**src/rtl/ostmr_pkg.sv**
```systemverilog
package ostmr_pkg;
  typedef enum logic [2:0] {
    RK_NONE,
    RK_MATCH,
    RK_IEN,
    RK_STAT,
    RK_CNT,
    RK_WDOG
  } reg_kind_e;
endpackage

```
**src/rtl/ostmr_counter.sv**
```systemverilog
module ostmr_counter #(
  parameter int unsigned CW = 32
) (
  input  logic          clk_i,
  input  logic          rst_ni,
  input  logic          tick_i,
  input  logic          load_i,
  input  logic [CW-1:0] load_val_i,
  output logic [CW-1:0] cnt_o,
  output logic [CW-1:0] inc_o
);
  logic [CW-1:0] cnt_q;

  assign inc_o = cnt_q + CW'(1);
  assign cnt_o = cnt_q;

  always_ff @(posedge clk_i or negedge rst_ni) begin
    if (!rst_ni)     cnt_q <= '0;
    else if (load_i) cnt_q <= load_val_i;
    else if (tick_i) cnt_q <= inc_o;
  end

  AST_CNT_STEP: assert property (@(posedge clk_i) disable iff (!rst_ni)
    (tick_i && !load_i) |=> cnt_q == $past(cnt_q) + CW'(1));
  AST_CNT_HOLD: assert property (@(posedge clk_i) disable iff (!rst_ni)
    (!tick_i && !load_i) |=> $stable(cnt_q));
  AST_CNT_LOAD: assert property (@(posedge clk_i) disable iff (!rst_ni)
    load_i |=> cnt_q == $past(load_val_i));
endmodule

```
**src/rtl/ostmr_match.sv**
```systemverilog
module ostmr_match #(
  parameter int unsigned CW = 32
) (
  input  logic          clk_i,
  input  logic          rst_ni,
  input  logic          wr_i,
  input  logic [CW-1:0] wdata_i,
  input  logic          tick_i,
  input  logic          load_i,
  input  logic [CW-1:0] inc_i,
  output logic [CW-1:0] val_o,
  output logic          hit_o
);
  logic [CW-1:0] val_q;

  always_ff @(posedge clk_i or negedge rst_ni) begin
    if (!rst_ni)   val_q <= '0;
    else if (wr_i) val_q <= wdata_i;
  end

  assign val_o = val_q;
  // compare against the value the counter is about to take
  assign hit_o = tick_i && !load_i && (inc_i == val_q);
endmodule

```
**src/rtl/ostmr_status.sv**
```systemverilog
module ostmr_status #(
  parameter int unsigned NCH = 4
) (
  input  logic           clk_i,
  input  logic           rst_ni,
  input  logic [NCH-1:0] hit_i,
  input  logic [NCH-1:0] en_i,
  input  logic           clr_wr_i,
  input  logic [NCH-1:0] clr_mask_i,
  output logic [NCH-1:0] st_o
);
  logic [NCH-1:0] st_q, set_v, clr_v;

  assign set_v = hit_i & en_i;
  assign clr_v = clr_wr_i ? (clr_mask_i & st_q) : '0;

  always_ff @(posedge clk_i or negedge rst_ni) begin
    if (!rst_ni) st_q <= '0;
    else         st_q <= (st_q & ~clr_v) | set_v;  // set wins
  end

  assign st_o = st_q;

  for (genvar i = 0; i < NCH; i++) begin : g_chk
    AST_SET_GATED: assert property (@(posedge clk_i) disable iff (!rst_ni)
      (!st_q[i] && !(hit_i[i] && en_i[i])) |=> !st_q[i]);
    AST_SET_HIT: assert property (@(posedge clk_i) disable iff (!rst_ni)
      (hit_i[i] && en_i[i]) |=> st_q[i]);
    AST_STICKY: assert property (@(posedge clk_i) disable iff (!rst_ni)
      (st_q[i] && !(clr_wr_i && clr_mask_i[i])) |=> st_q[i]);
    AST_CLEAR: assert property (@(posedge clk_i) disable iff (!rst_ni)
      (clr_wr_i && clr_mask_i[i] && !hit_i[i]) |=> !st_q[i]);
  end
endmodule

```
**src/rtl/os_timer_core.sv**
```systemverilog
module os_timer_core #(
  parameter int unsigned NCH = 4,
  parameter int unsigned DW  = 32,
  parameter int unsigned AW  = 12,
  parameter int unsigned IEW = 12
) (
  input  logic           clk_i,
  input  logic           rst_ni,
  input  logic           tick_i,
  input  logic           req_i,
  input  logic           we_i,
  input  logic [AW-1:0]  addr_i,
  input  logic [DW-1:0]  wdata_i,
  output logic [DW-1:0]  rdata_o,
  output logic           err_o,
  output logic [NCH-1:0] irq_o
);
  import ostmr_pkg::*;

  localparam int unsigned WIW = AW - 2;
  localparam int unsigned MIW = $clog2(NCH);
  localparam logic [WIW-1:0] W_IEN  = WIW'(NCH);
  localparam logic [WIW-1:0] W_STAT = WIW'(NCH + 1);
  localparam logic [WIW-1:0] W_CNT  = WIW'(NCH + 2);
  localparam logic [WIW-1:0] W_WDOG = WIW'(NCH + 3);

  reg_kind_e      kind;
  logic [WIW-1:0] widx;
  logic           wr, cnt_ld;
  logic [DW-1:0]  cnt, inc, rd_val;
  logic [DW-1:0]  mt_val [NCH];
  logic [NCH-1:0] hit, st;
  logic [IEW-1:0] ien_q;
  logic [DW-1:0]  wd_q;

  assign widx = addr_i[AW-1:2];

  always_comb begin
    if (addr_i[1:0] != 2'b00) kind = RK_NONE;
    else if (widx < W_IEN)    kind = RK_MATCH;
    else if (widx == W_IEN)   kind = RK_IEN;
    else if (widx == W_STAT)  kind = RK_STAT;
    else if (widx == W_CNT)   kind = RK_CNT;
    else if (widx == W_WDOG)  kind = RK_WDOG;
    else                      kind = RK_NONE;
  end

  assign err_o  = req_i && (kind == RK_NONE);
  assign wr     = req_i && we_i && (kind != RK_NONE);
  assign cnt_ld = wr && (kind == RK_CNT);

  ostmr_counter #(.CW(DW)) u_cnt (
    .clk_i, .rst_ni, .tick_i,
    .load_i(cnt_ld), .load_val_i(wdata_i),
    .cnt_o(cnt), .inc_o(inc)
  );

  for (genvar i = 0; i < NCH; i++) begin : g_ch
    ostmr_match #(.CW(DW)) u_mt (
      .clk_i, .rst_ni,
      .wr_i(wr && (kind == RK_MATCH) && (widx[MIW-1:0] == MIW'(i))),
      .wdata_i, .tick_i, .load_i(cnt_ld), .inc_i(inc),
      .val_o(mt_val[i]), .hit_o(hit[i])
    );
  end

  ostmr_status #(.NCH(NCH)) u_st (
    .clk_i, .rst_ni,
    .hit_i(hit), .en_i(ien_q[NCH-1:0]),
    .clr_wr_i(wr && (kind == RK_STAT)), .clr_mask_i(wdata_i[NCH-1:0]),
    .st_o(st)
  );

  always_ff @(posedge clk_i or negedge rst_ni) begin
    if (!rst_ni) begin
      ien_q <= '0;
      wd_q  <= '0;
    end else if (wr) begin
      if (kind == RK_IEN)  ien_q <= wdata_i[IEW-1:0];
      if (kind == RK_WDOG) wd_q  <= wdata_i;
    end
  end

  always_comb begin
    unique case (kind)
      RK_MATCH: rd_val = mt_val[widx[MIW-1:0]];
      RK_IEN:   rd_val = {{(DW-IEW){1'b0}}, ien_q};
      RK_STAT:  rd_val = {{(DW-NCH){1'b0}}, st};
      RK_CNT:   rd_val = cnt;
      RK_WDOG:  rd_val = wd_q;
      default:  rd_val = '0;
    endcase
  end

  assign rdata_o = (req_i && !we_i) ? rd_val : '0;
  assign irq_o   = st;

  AST_ERR_NOWR: assert property (@(posedge clk_i) disable iff (!rst_ni)
    (req_i && we_i && err_o) |=> ($stable(wd_q) && $stable(ien_q)));
  AST_ERR_RDZ: assert property (@(posedge clk_i) disable iff (!rst_ni)
    err_o |-> rdata_o == '0);
endmodule

```
**config.mk**
```make
export PLATFORM = sky130hd
export DESIGN_NAME = os_timer_core
export DESIGN_NICKNAME = d
export VERILOG_FILES = /design/src/rtl/ostmr_pkg.sv /design/src/rtl/ostmr_counter.sv /design/src/rtl/ostmr_match.sv /design/src/rtl/ostmr_status.sv /design/src/rtl/os_timer_core.sv
export SDC_FILE = /design/constraint.sdc
export NUM_CORES = 1
export LEC_CHECK = 0
export CORE_AREA = 2 2 158 190
export CTS_BUF_LIST = sky130_fd_sc_hd__clkbuf_8 sky130_fd_sc_hd__clkbuf_16
export CTS_CLUSTER_SIZE = 12
export DETAILED_ROUTE_END_ITERATION = 10
export DIE_AREA = 0 0 160 192
export PLACE_DENSITY = 0.61
export SYNTH_ARGS = -nofsm -noshare
export SYNTH_HDL_FRONTEND = slang
export SYNTH_SLANG_ARGS = --single-unit
```
**constraint.sdc**
```tcl
create_clock -name clk_i -period 6.05 [get_ports clk_i]
set_input_delay 0.605 -clock clk_i [delete_from_list [all_inputs] [get_ports clk_i]]
set_output_delay 0.605 -clock clk_i [all_outputs]
set_load 0.02 [all_outputs]
```
==> summary.md <==
| Metric | Value |
|---|---|
| Number of flops mapped to enable cells by yosys | 0 |
| Ys flop type | dfrtp_1 |
| Clock root buffer | clkbuf_16 |
| Row cnt | 68 |
| Wirelength per Cell | 25.46 um |
| WHS | 0.1914 ns |
| Number of global-route vias before repair | 10,390 |
| Final setup viols | 0 |
| Setup bufs post-CTS | 0 |
| Die Y | 192 um |
| Ys Warns | 0 |
| Fillers | 2,713 |
| Syn_nets | 1,288 |
| Detailed Place HPWL | 31.24 mm |
| Die width | 160 um |
| Pwr Density | 247.7 nW/um2 |
| DRC violations left | 0 |
| Relative slew slack | 0.3642 |
| Max clock buf depth | 3 |
| Antenna Cells | 0 |
| Hold Crit Class | in2async |
| Fmax | 217.4 MHz |
| WP data required | 5.44 ns |
| Synthesized area per cell | 10.35 um2 |
| Antenna violations before repair | 0 |
| Via Count | 10,360 |
| Final Cycle Share | 0.7603 |
| Routed WL | 43.13 mm |
| Synth top area cells | dfrtp_1 41%, mux2_2 14%, xnor2_1 7.5% |
| Reg area | 5205 um2 |
| Clk_lat worst skew | 0.53 ns |
| Synth Instances | 1,238 |
| Endpoints failing hold | 0 |
| Asr flop ratio synth | 1.000 |
| Post_cts resized | 0 |
| Total gr overflow | 0 |
| Crit Path Class | in2out |
| Slew Limit Fails | 0 |
| First-pass GRT wire length | 65.92 mm |
| Register bit count reported by yosys | 208 |
| Die footprint | 30,720 um2 |
| Clk slew on worst S/H paths | 0.06 ns |
| Mux contribution to synthesized area | 0.2026 |
| Setup tns final | 0 ns |
| Area of the mapped netlist | 12,810 um2 |
| # IOs | 86 |
| Total core area | 28,760 um2 |
| Largest net degree at the start of global routing | 113 |
| Via density | 6.114 |
| Hold-fix buffers at CTS | 0 |
| Commonest non-fill, non-tap cells in the layout | 208 x dfrtp_1, 162 x mux2_2, 109 x xnor2_1 |
| Nets | 1,344 |
| Simple logic cell fraction of the synthesized area | 0.1370 |
| Synth area leader | dfrtp_1 |
| Sequential fraction of the synthesis area | 0.4063 |
| CP arrival | 3.99 ns |
| Critical path launch point type | input pin |
| Share of layout cells above drive strength 1 | 0.2116 |
| Total of max-cap violations | 0 |
| Most common cell after layout, fill and taps aside | dfrtp_1 |
| Final min period | 4.600 ns |
| VDD IR max | 0.0001459 V |
| Outcome | finished clean |
| Critical Path Fanout Max | 17 |
| Unique masters post-synth | 63 |
| Gr usage total | 0.2814 |
| Static Leak | 6.200 nW |
| GPL Wtd Cong | 1.001 |
| Num Clock Sinks | 208 |
| Worst-Margin Slew | 0.9508 ns |
| CTS buffer count | 24 |
| CP Capture Type | output pin |
| Port Buf Inserts | 85 |
| Fin Clk Skew | 0.01307 ns |
| H-tree lvl count | 1 |
| Layout area overhead | 16.05% |
| Post-synthesis compound-gate area fraction | 0.09914 |
| Starting Density | 0.4454 |
| CTS tree | built |
| Post-synthesis xor/xnor area fraction | 0.1224 |
| DR pass1 iterations | 5 |
| Largest family of logic cells by synthesized area | multiplexers |
| Post-DRT Antenna Nets | 0 |
| Area of the multi-input gates | 7244 um2 |
| Unrepaired setup endpoints after global routing | no |
| Synth top area share | 0.4063 |
| DR iter-0 viols | 945 |
| Adder-Cell Fraction of Synth Area | 0.001758 |
-- synthesized netlist by cell type, types with 10 or more instances --
master    count
clkbuf_1     65
dfrtp_1     208
o21ai_0      40
xnor2_1     109
a21oi_1      69
mux4_2       32
inv_1        19
nor3_1       31
a22oi_1      34
nor4_1       17
mux2_2      162
nand3_1      29
buf_1        11
xor2_1       70
nand4_1      30
and3_1       10
nand2_1      89
nor2_1       86
-- area by class of cell --
| cell class | count | share of cell area |
|---|---|---|
| Sequential cell | 208 | 0.3501 |
| Inverter | 19 | 0.004798 |
| Timing Repair Buffer | 113 | 0.07180 |
| Multi-Input combinational cell | 928 | 0.4873 |
| Tap cell | 385 | 0.03240 |
| Clock inverter | 8 | 0.004040 |
| Clock buffer | 33 | 0.04949 |
-- power by group --
group | internal, mW | switching (mW)
combinational | 0.255 | 0.386
sequential | 1.43 | 0.145
clock | 0.880 | 0.588
-- path summary, 6_finish.rpt --
kind / start / to / cells past startpoint / slack (ns)
setup / recovery: addr_i[9] / rdata_o[23] / 9 / 1.45
hold / removal: rst_ni / ien_q[6] / 1 / 0.19
setup reg to reg: u_cnt.cnt_o[3] / u_st.st_o[0] / 8 / 1.70
hold reg to reg: wd_q[1] / wd_q[1] / 2 / 0.48
max in group asynchronous: rst_ni / g_ch[0].u_mt.val_o[26] / 2 / 4.78
min in group clk_i: wd_q[1] / wd_q[1] / 2 / 0.48
-- routing by layer --
layer | share of wire | global-route usage | up-vias
met3 | 0.057 | 0.03217 | 82
met5 | 0 | 0 | -
met2 | 0.48 | 0.4752 | 375
met4 | 0.031 | 0.08039 | 0
met1 | 0.43 | 0.3849 | 5277
li1 | - | - | 4623
-- critical path: stages --
cell and delay [ns]:
clkdlybuf4s50_1 0.40, nor4_1 0.38, and3_1 0.33, nand2_1 0.17, nor2_2 0.72, buf_4 0.41
a22oi_1 0.15, a21oi_1 0.19, clkdlybuf4s50_1 0.62
-- cell families (layout without fill, tap and decap cells) --
family / Yosys count / count (layout)
buf+inv: 102 / 173
xor+xnor: 179 / 179
simple gates: 346 / 346
flops: 208 / 208
fa+ha+maj: 2 / 2
mux: 199 / 199
compound gates: 202 / 202
-- state kept, by name, summed over array words and instances (netlist names) --
name	count
wd_q	32
u_cnt.cnt_o	32
g_ch.u_mt.val_o	128
u_st.st_o	4
ien_q	12
-- through the flow --
step	util	setup slack [ns]	power (mW)	cell area, um2	instances
after global routing	0.5169	1.251	3.834	14870	1694
final	0.5169	1.450	3.682	14870	1694
after detailed placement	0.4893	1.468	2.218	14070	1653
after floorplan	-	2.850	1.977	12810	1238
after CTS	0.5169	1.452	3.698	14870	1694
after global placement	0.4893	1.549	2.214	14070	1653
Power figures use the tool's default switching activity.
